<file path="src/rtl/ser_out_pkg.sv">
package ser_out_pkg;

    typedef enum logic [1:0] {
        MODE_BURST,
        MODE_SELF,
        MODE_FREE,
        MODE_NONE
    } mode_t;

    typedef enum logic [1:0] {
        ST_CAL,
        ST_IDLE,
        ST_SHIFT,
        ST_BURST
    } state_t;

    typedef enum logic [2:0] {
        OP_KEEP,
        OP_TICK,
        OP_LOAD,
        OP_SHIFT,
        OP_CLEAR
    } op_t;

    function automatic mode_t decode_mode(input logic sck_strap, input logic out_strap);
        mode_t m;
        unique case ({sck_strap, out_strap})
            2'b10:   m = MODE_BURST;
            2'b01:   m = MODE_SELF;
            2'b00:   m = MODE_FREE;
            default: m = MODE_NONE;
        endcase
        return m;
    endfunction

endpackage

</file>
<file path="src/rtl/sync_bank.sv">
module sync_bank #(
    parameter int N = 3,
    parameter int STAGES = 2,
    parameter logic [N-1:0] RESET_VAL = '1
) (
    input  logic         clk,
    input  logic         rst_n,
    input  logic [N-1:0] din,
    output logic [N-1:0] lvl,
    output logic [N-1:0] fell
);
    logic [N-1:0] stage_q [STAGES];
    logic [N-1:0] prev_q;

    always_ff @(posedge clk or negedge rst_n) begin
        if (!rst_n) begin
            for (int i = 0; i < STAGES; i++) stage_q[i] <= RESET_VAL;
            prev_q <= RESET_VAL;
        end else begin
            stage_q[0] <= din;
            for (int i = 1; i < STAGES; i++) stage_q[i] <= stage_q[i-1];
            prev_q <= stage_q[STAGES-1];
        end
    end

    assign lvl  = stage_q[STAGES-1];
    assign fell = prev_q & ~stage_q[STAGES-1];
endmodule

</file>
<file path="src/rtl/cal_timer.sv">
module cal_timer #(
    parameter int LIMIT = 11528160
) (
    input  logic clk,
    input  logic rst_n,
    input  logic run,
    output logic done
);
    localparam int CW = $clog2(LIMIT) + 1;
    logic [CW-1:0] cnt_q;

    always_ff @(posedge clk or negedge rst_n) begin
        if (!rst_n)   cnt_q <= '0;
        else if (run) cnt_q <= cnt_q + CW'(1);
    end

    assign done = run && (cnt_q == CW'(LIMIT - 1));
endmodule

</file>
<file path="src/rtl/frun_timer.sv">
module frun_timer #(
    parameter int PERIOD = 80
) (
    input  logic clk,
    input  logic rst_n,
    input  logic run,
    output logic tick
);
    localparam int CW = $clog2(PERIOD) + 1;
    logic [CW-1:0] cnt_q;

    always_ff @(posedge clk or negedge rst_n) begin
        if (!rst_n)                         cnt_q <= '0;
        else if (!run)                      cnt_q <= '0;
        else if (cnt_q == CW'(PERIOD - 1))  cnt_q <= '0;
        else                                cnt_q <= cnt_q + CW'(1);
    end

    assign tick = run && (cnt_q == '0);
endmodule

</file>
<file path="src/rtl/ser_out_seq.sv">
module ser_out_seq
    import ser_out_pkg::*;
#(
    parameter int WIDTH       = 16,
    parameter int SCLK_DIV    = 4,
    parameter int FREE_PERIOD = 80,
    parameter int CAL_CYCLES  = 11528160,
    parameter int SYNC_STAGES = 2
) (
    input  logic             clk,
    input  logic             rst_n,
    input  logic             mode_sck,
    input  logic             mode_out,
    input  logic             hold_n,
    input  logic             trk_n,
    input  logic             sclk_in,
    input  logic [WIDTH-1:0] res_word,
    input  logic             res_valid,
    output logic             sclk_out,
    output logic             sclk_oe,
    output logic             sdata,
    output logic             frame_n,
    output logic             chan_sel,
    output logic             conv_start,
    output logic             busy
);
    localparam int PW = $clog2(SCLK_DIV);
    localparam int BW = $clog2(WIDTH);
    localparam logic [PW-1:0] PH_LAST  = PW'(SCLK_DIV - 1);
    localparam logic [PW-1:0] PH_HALF  = PW'(SCLK_DIV / 2);
    localparam logic [BW-1:0] BIT_LAST = BW'(WIDTH - 1);

    state_t            state_q, state_d;
    op_t               op;
    mode_t             mode;
    logic              start_d, tog;
    logic [WIDTH-1:0]  shreg_q;
    logic [PW-1:0]     ph_q;
    logic [BW-1:0]     bit_q;
    logic              chan_q, start_q;
    logic              cal_done, frun_tick;
    logic [2:0]        sync_lvl, sync_fell;
    logic              hold_fall, sclk_fall, trk_low;
    logic              sync_unused;

    assign mode = decode_mode(mode_sck, mode_out);

    sync_bank #(
        .N(3), .STAGES(SYNC_STAGES), .RESET_VAL(3'b111)
    ) u_sync (
        .clk  (clk),
        .rst_n(rst_n),
        .din  ({trk_n, sclk_in, hold_n}),
        .lvl  (sync_lvl),
        .fell (sync_fell)
    );

    assign hold_fall   = sync_fell[0];
    assign sclk_fall   = sync_fell[1];
    assign trk_low     = !sync_lvl[2];
    assign sync_unused = ^{sync_lvl[1:0], sync_fell[2]};

    cal_timer #(.LIMIT(CAL_CYCLES)) u_cal (
        .clk  (clk),
        .rst_n(rst_n),
        .run  (state_q == ST_CAL),
        .done (cal_done)
    );

    frun_timer #(.PERIOD(FREE_PERIOD)) u_frun (
        .clk  (clk),
        .rst_n(rst_n),
        .run  ((state_q != ST_CAL) && (mode == MODE_FREE)),
        .tick (frun_tick)
    );

    // next-state and datapath control
    always_comb begin
        state_d = state_q;
        op      = OP_KEEP;
        start_d = 1'b0;
        tog     = 1'b0;
        unique case (state_q)
            ST_CAL: begin
                if (cal_done) state_d = ST_IDLE;
            end
            ST_IDLE: begin
                unique case (mode)
                    MODE_BURST: begin
                        if (hold_fall) begin
                            op      = OP_CLEAR;
                            start_d = 1'b1;
                        end else if (res_valid) begin
                            op      = OP_LOAD;
                            state_d = ST_BURST;
                        end
                    end
                    MODE_SELF: begin
                        if (hold_fall) begin
                            op      = OP_LOAD;
                            start_d = 1'b1;
                            state_d = ST_SHIFT;
                        end
                    end
                    MODE_FREE: begin
                        if (frun_tick) begin
                            op      = OP_LOAD;
                            start_d = 1'b1;
                            tog     = 1'b1;
                            state_d = ST_SHIFT;
                        end
                    end
                    MODE_NONE: begin
                        state_d = ST_IDLE;
                    end
                endcase
            end
            ST_SHIFT: begin
                if (ph_q == PH_LAST) begin
                    op = OP_SHIFT;
                    if (bit_q == BIT_LAST) state_d = ST_IDLE;
                end else begin
                    op = OP_TICK;
                end
            end
            ST_BURST: begin
                if (hold_fall) begin
                    op      = OP_CLEAR;
                    start_d = 1'b1;
                    state_d = ST_IDLE;
                end else if (res_valid) begin
                    op = OP_LOAD;
                end else if (sclk_fall && trk_low) begin
                    op = OP_SHIFT;
                    if (bit_q == BIT_LAST) state_d = ST_IDLE;
                end
            end
        endcase
    end

    // state register
    always_ff @(posedge clk or negedge rst_n) begin
        if (!rst_n) state_q <= ST_CAL;
        else        state_q <= state_d;
    end

    // shift register, phase and bit counters, channel, start pulse
    always_ff @(posedge clk or negedge rst_n) begin
        if (!rst_n) begin
            shreg_q <= '0;
            ph_q    <= '0;
            bit_q   <= '0;
            chan_q  <= 1'b0;
            start_q <= 1'b0;
        end else begin
            start_q <= start_d;
            if (tog) chan_q <= ~chan_q;
            unique case (op)
                OP_KEEP: begin
                    ph_q <= ph_q;
                end
                OP_TICK: begin
                    ph_q <= ph_q + PW'(1);
                end
                OP_LOAD: begin
                    shreg_q <= res_word;
                    ph_q    <= '0;
                    bit_q   <= '0;
                end
                OP_SHIFT: begin
                    shreg_q <= {shreg_q[WIDTH-2:0], 1'b0};
                    ph_q    <= '0;
                    bit_q   <= bit_q + BW'(1);
                end
                OP_CLEAR: begin
                    shreg_q <= '0;
                    ph_q    <= '0;
                    bit_q   <= '0;
                end
                default: begin
                    ph_q <= ph_q;
                end
            endcase
        end
    end

    // outputs
    always_comb begin
        sclk_out   = 1'b1;
        frame_n    = 1'b1;
        sclk_oe    = (mode == MODE_SELF) || (mode == MODE_FREE);
        sdata      = shreg_q[WIDTH-1];
        busy       = (state_q == ST_CAL);
        conv_start = start_q;
        chan_sel   = chan_q;
        if (state_q == ST_SHIFT) begin
            frame_n  = 1'b0;
            sclk_out = (ph_q >= PH_HALF);
        end
    end
endmodule

</file>
<file path="config.mk">
export PLATFORM = sky130hd
export DESIGN_NAME = ser_out_seq
export DESIGN_NICKNAME = d
export VERILOG_FILES = /design/src/rtl/ser_out_pkg.sv /design/src/rtl/sync_bank.sv /design/src/rtl/cal_timer.sv /design/src/rtl/frun_timer.sv /design/src/rtl/ser_out_seq.sv
export SDC_FILE = /design/constraint.sdc
export NUM_CORES = 1
export LEC_CHECK = 0
export CORE_UTILIZATION = 45
export CTS_CLUSTER_SIZE = 8
export DETAILED_ROUTE_END_ITERATION = 10
export DONT_BUFFER_PORTS = 1
export PLACE_DENSITY = 0.57
export RECOVER_POWER = 25
export SYNTH_ARGS = -nofsm -noshare
export SYNTH_HDL_FRONTEND = slang
export SYNTH_SLANG_ARGS = --single-unit
</file>
<file path="constraint.sdc">
create_clock -name clk -period 2.6 [get_ports clk]
set_input_delay 0.78 -clock clk [delete_from_list [all_inputs] [get_ports clk]]
set_output_delay 0.78 -clock clk [all_outputs]
set_load 0.02 [all_outputs]
</file>
---- Yosys cells after proc, flatten, opt, wreduce, memory -nomap -nowiden ----
Cells that the tools add are included.
Widths: inputs -> output; s select.
word-level totals
  output and inout bits ................... 7
  input bits .............................. 24
  register bits ........................... 67
operators by class
  order comparisons ....................... 1
  reductions and logical operators ........ 18
  eq/ne operators ......................... 24
  bitwise logic cells ..................... 3
  $add $sub $neg .......................... 4
  multiplexer cells ....................... 36
operators by type and width
  kind                   count
  $pmux 16 s3            1
  $mux 2                 16
  $add 25x1->25 const B  1
  $eq 25x24->1 const B   1
  $ne 3x3->1 const B     6
  $pmux 3 s3             2
  $mux 8                 2
  $pmux 2 s4             2
  $eq 2x2->1 const B     6
  $add 8x1->8 const B    1
  $eq 8x7->1 const B     1
  $logic_not 8->1        1
  $pmux 4 s2             1
  $reduce_and 8->1       1
  $eq 2x1->1 const B     3
  $eq 3x2->1 const B     2
  $logic_not 2->1        3
  $mux 1                 6
  $mux 3                 2
  $pmux 2 s3             1
  $reduce_bool 2->1      3
  $add 4x1->4 const B    1
  $eq 4x4->1 const B     1
  $logic_and 1x1->1      4
  15 further kinds       18

---- Longest topological paths before layout ----
  depth after elaboration ................. 11
  mapped depth ............................ 9
  depth with buffers taken out ............ 7

---- Cells and area by module ----
Synthesis repeated with hierarchy kept, for this count alone.
unflattened totals
  cells, all modules ...................... 374
  area, all modules ....................... 3,892.5 um^2
by module, submodules not included
  module       cells each  seq. area each (um^2)  instances  area an instance (um^2)
  ser_out_seq  214         650.6                  1          1,939.4
  cal_timer    100         625.6                  1          1,211.2
  frun_timer   45          200.2                  1          441.7
  sync_bank    15          236.5                  1          300.3

---- Worst setup path after synthesis ----
No wires, ideal clock.
  kind .................................... register to output
  from .................................... register state_q[1]
  to ...................................... output sclk_out
  arrival time ............................ 1,386 ps
  buffers on the path ..................... 1
  stages on the path, launching flop included .. 5
  setup slack ............................. 434 ps
  cells stage by stage .................... dfrtp_1 > buf_6 > nor2b_1 > inv_1 > or3_1
on the way
  cells in the longest elaborated chain, start to end .. 2
RTL lines
  item                    line                text
  from (decl)             ser_out_seq.sv:33   state_t state_q, state_d;
  from (signal assigned)  ser_out_seq.sv:144  else state_q <= state_d;
  $eq 2x2->1              ser_out_seq.sv:196  if (state_q == ST_SHIFT) begin
  $mux 1                  ser_out_seq.sv:196
  to (decl)               ser_out_seq.sv:19   output logic sclk_out,
No other way between the ends.

---- Worst setup path after layout ----
  from .................................... register state_q[0]
  to ...................................... output sclk_out
The elaborated chain is that of the path after synthesis.

==> impl_metrics.ini <==
[worst_setup_path]
cp-end-kind = output pin
cp.required_ns = 1.82
worstPathArrival_ns = 1.62
cp-start-kind = flop
path_max_fanout = 11
crit_type = flop to output pin

[grt]
grt_pass1_wl_um = 10200
grt.total_usage = 0.169
antenna_found_initial = 0
grt_pass1_vias = 2208
grt_max_degree = 68
overflow = 0

[floorplan]
num_rows = 31
io_pins = 31
chipHeight_um = 89.4
fp.coreArea_um2 = 7330
dieArea_um2 = 7990
die_x_um = 89.4
start_util = 0.469

[sta]
finalSetupViolations = 0
slew_headroom = 0.562
worstMarginPinSlew_ns = 0.657
fin_ws_ns = 0.196
tns_ns = 0
finalCritPeriodShare = 0.925
slew_viol_final = 0
finalClockSkew_ns = 0.0126
fin_crit_ns = 2.40
max_freq_ghz = 0.416
rsz0062_at_grt = no
hold_viol = 0

[layout]
fillers = 652
area_delta_synth_final_pct = 7.17
final_cell_mix = dfrtp_1 (59), nor2_1 (27), xnor2_1 (20)
fin_cells = 412
nets = 343
final_common_cell = dfrtp_1
antennaDiodeCount = 0
final_area_um2 = 3680
drive_above_1_share = 0.179

[route]
drc = 0
wl_per_cell_um = 14.7
dr_total_vias = 2190
via_per_inst = 5.32
ant_nets = 0
drtPass1Iterations = 4
drt-initial-drc-count = 112
routed_wl_um = 6070

[yosys]
synth_edf_count = 0
ys_dominant_reg_cell = dfrtp_1
synth_top_area_share = 0.430
ys_ff_latch = 67
synth_nets = 339
synth_area_per_cell_um2 = 11.3
yosysUniqueCellTypes = 59
synth_cells = 304
yosysTopAreaCell = dfrtp_1
yosysWarnings = 0
yosys-top-cells-area = dfrtp_1 (43%), dfstp_2 (6.1%), xnor2_1 (5.1%), mux2i_1 (4.4%), ha_1 (4.0%)
ys_seq_area_frac = 0.491
ys_async_sr_fraction = 1.00
synth.cell_area_um2 = 3440

[place]
place_congestion = 0.785
place_hpwl_um = 4120
dp.cells = 396
place_ws_ns = 0.207
port_buffers = 0
placed_area_um2 = 3500

[power_and_ir_drop]
p_sw_frac = 0.220
p_clk_frac = 0.419
p_leak_nw = 1.67
vdd_drop_max_uv = 277
cellPowerDensity_nw_per_um2 = 509
power_mw = 1.87
intPower_mw = 1.46
combPwrFrac = 0.017
p_sw_uw = 411
seq_power_share = 0.564

[cts]
cts.path.max_buffers = 2
cts_max_level = 3
root_buffer = clkbuf_8
clk_pin_slew_worst_paths_ns = 0.08
clock_sinks = 67
cts_buffers = 9
cts_tree = done
clk-insertion-delay-late_ns = 0.34

[hold_path]
hold_class = primary input to asynchronous set/reset pin

[run_status]
status = complete, no violations

[job]
maxCapViolations = 0
final cells by class:
cell class                 instances  area (um2)  area share
sequential                        67        1690       0.458
clock buffer                      12         155      0.0421
inverter                          14        52.6      0.0143
tap                               99         124      0.0336
timing repair buffer               7        52.6      0.0143
multi-input combinational        209        1590       0.431
clock inverter                     4        25.0     0.00680
worst paths after layout:
path | slack (ns) | cells past startpoint | end | startpoint
max | 0.20 | 3 | sclk_out | state_q[0]
min | 0.13 | 0 | shreg_q[5] | rst_n
max reg2reg | 0.53 | 5 | bit_q[2] | u_sync.prev_q[0]
min reg2reg | 0.36 | 0 | u_sync.lvl[0] | u_sync.stage_q[3]
max in group asynchronous | 2.26 | 0 | u_sync.lvl[1] | rst_n
min in group clk | 0.36 | 0 | u_sync.lvl[0] | u_sync.stage_q[3]
sequential cells by signal (all words and copies together) (netlist names):
register        flops
u_cal.cnt_q        25
shreg_q            16
u_frun.cnt_q        8
bit_q               4
u_sync.lvl          3
u_sync.stage_q      3
ph_q                2
state_q             2
u_sync.prev_q       2
chan_sel            1
conv_start          1
metrics by stage:
stage | util | hold slack, ns
after floorplan | - | 0.345
after global placement | 0.477 | 0.347
after detailed placement | 0.477 | 0.347
after CTS | 0.502 | 0.116
after global routing | 0.502 | 0.107
final | 0.502 | 0.132
power by group through the flow:
stage	combinational [mW]	sequential (mW)	clock (mW)
2_1_floorplan	0.0258	1.08	0
3_3_place_gp	0.0315	1.08	0
3_5_place_dp	0.0318	1.08	0
4_1_cts	0.0318	1.06	0.808
5_1_grt	0.0353	1.06	0.856
6_report	0.0317	1.06	0.785
kinds of logic (layout without fill, tap and decap cells):
logic type,count (synthesis),in the layout,synth area share
xor gates and xnor gates,32,32,0.0859
buffers and inverters,28,37,0.0481
DFF,67,67,0.491
and+or+nand+nor,106,106,0.173
adders and majority gates,11,11,0.0401
AOI/OAI and AO/OA,43,43,0.112
muxes,17,17,0.0503
cell usage after synthesis, types with 3 or more instances:
cell type,count
ha_1,11
dfrtp_1,59
a31o_2,7
dfstp_2,8
nand3_1,14
buf_6,6
a211oi_1,6
nand2_1,15
nand2b_1,4
mux2i_1,15
nand4_1,13
nor3_1,6
o2bb2ai_1,9
nor2_1,27
nand3b_1,3
and3_1,4
xnor2_1,20
inv_1,14
xor2_1,10
buf_4,3
critical path, stage by stage, from the launching register on:
cell	delay (ns)
dfrtp_1	0.51
nor2b_2	0.27
inv_1	0.08
or3_1	0.42
per-layer routing:
metal  global-route usage  up-vias  wire (um)
met5                    0        -          0
met4               0.0880        0        133
met3               0.0332        9        227
met2                0.263       38       2680
met1                0.225     1056       3020
li1                     -     1087          -
repair_timing:
action                                  CTS  global route
buffers inserted                          0             0
hold buffers                              0             0
endpoints found under the setup margin    0             1
resized for setup                         0             1
(Power assumes the default switching activity.)
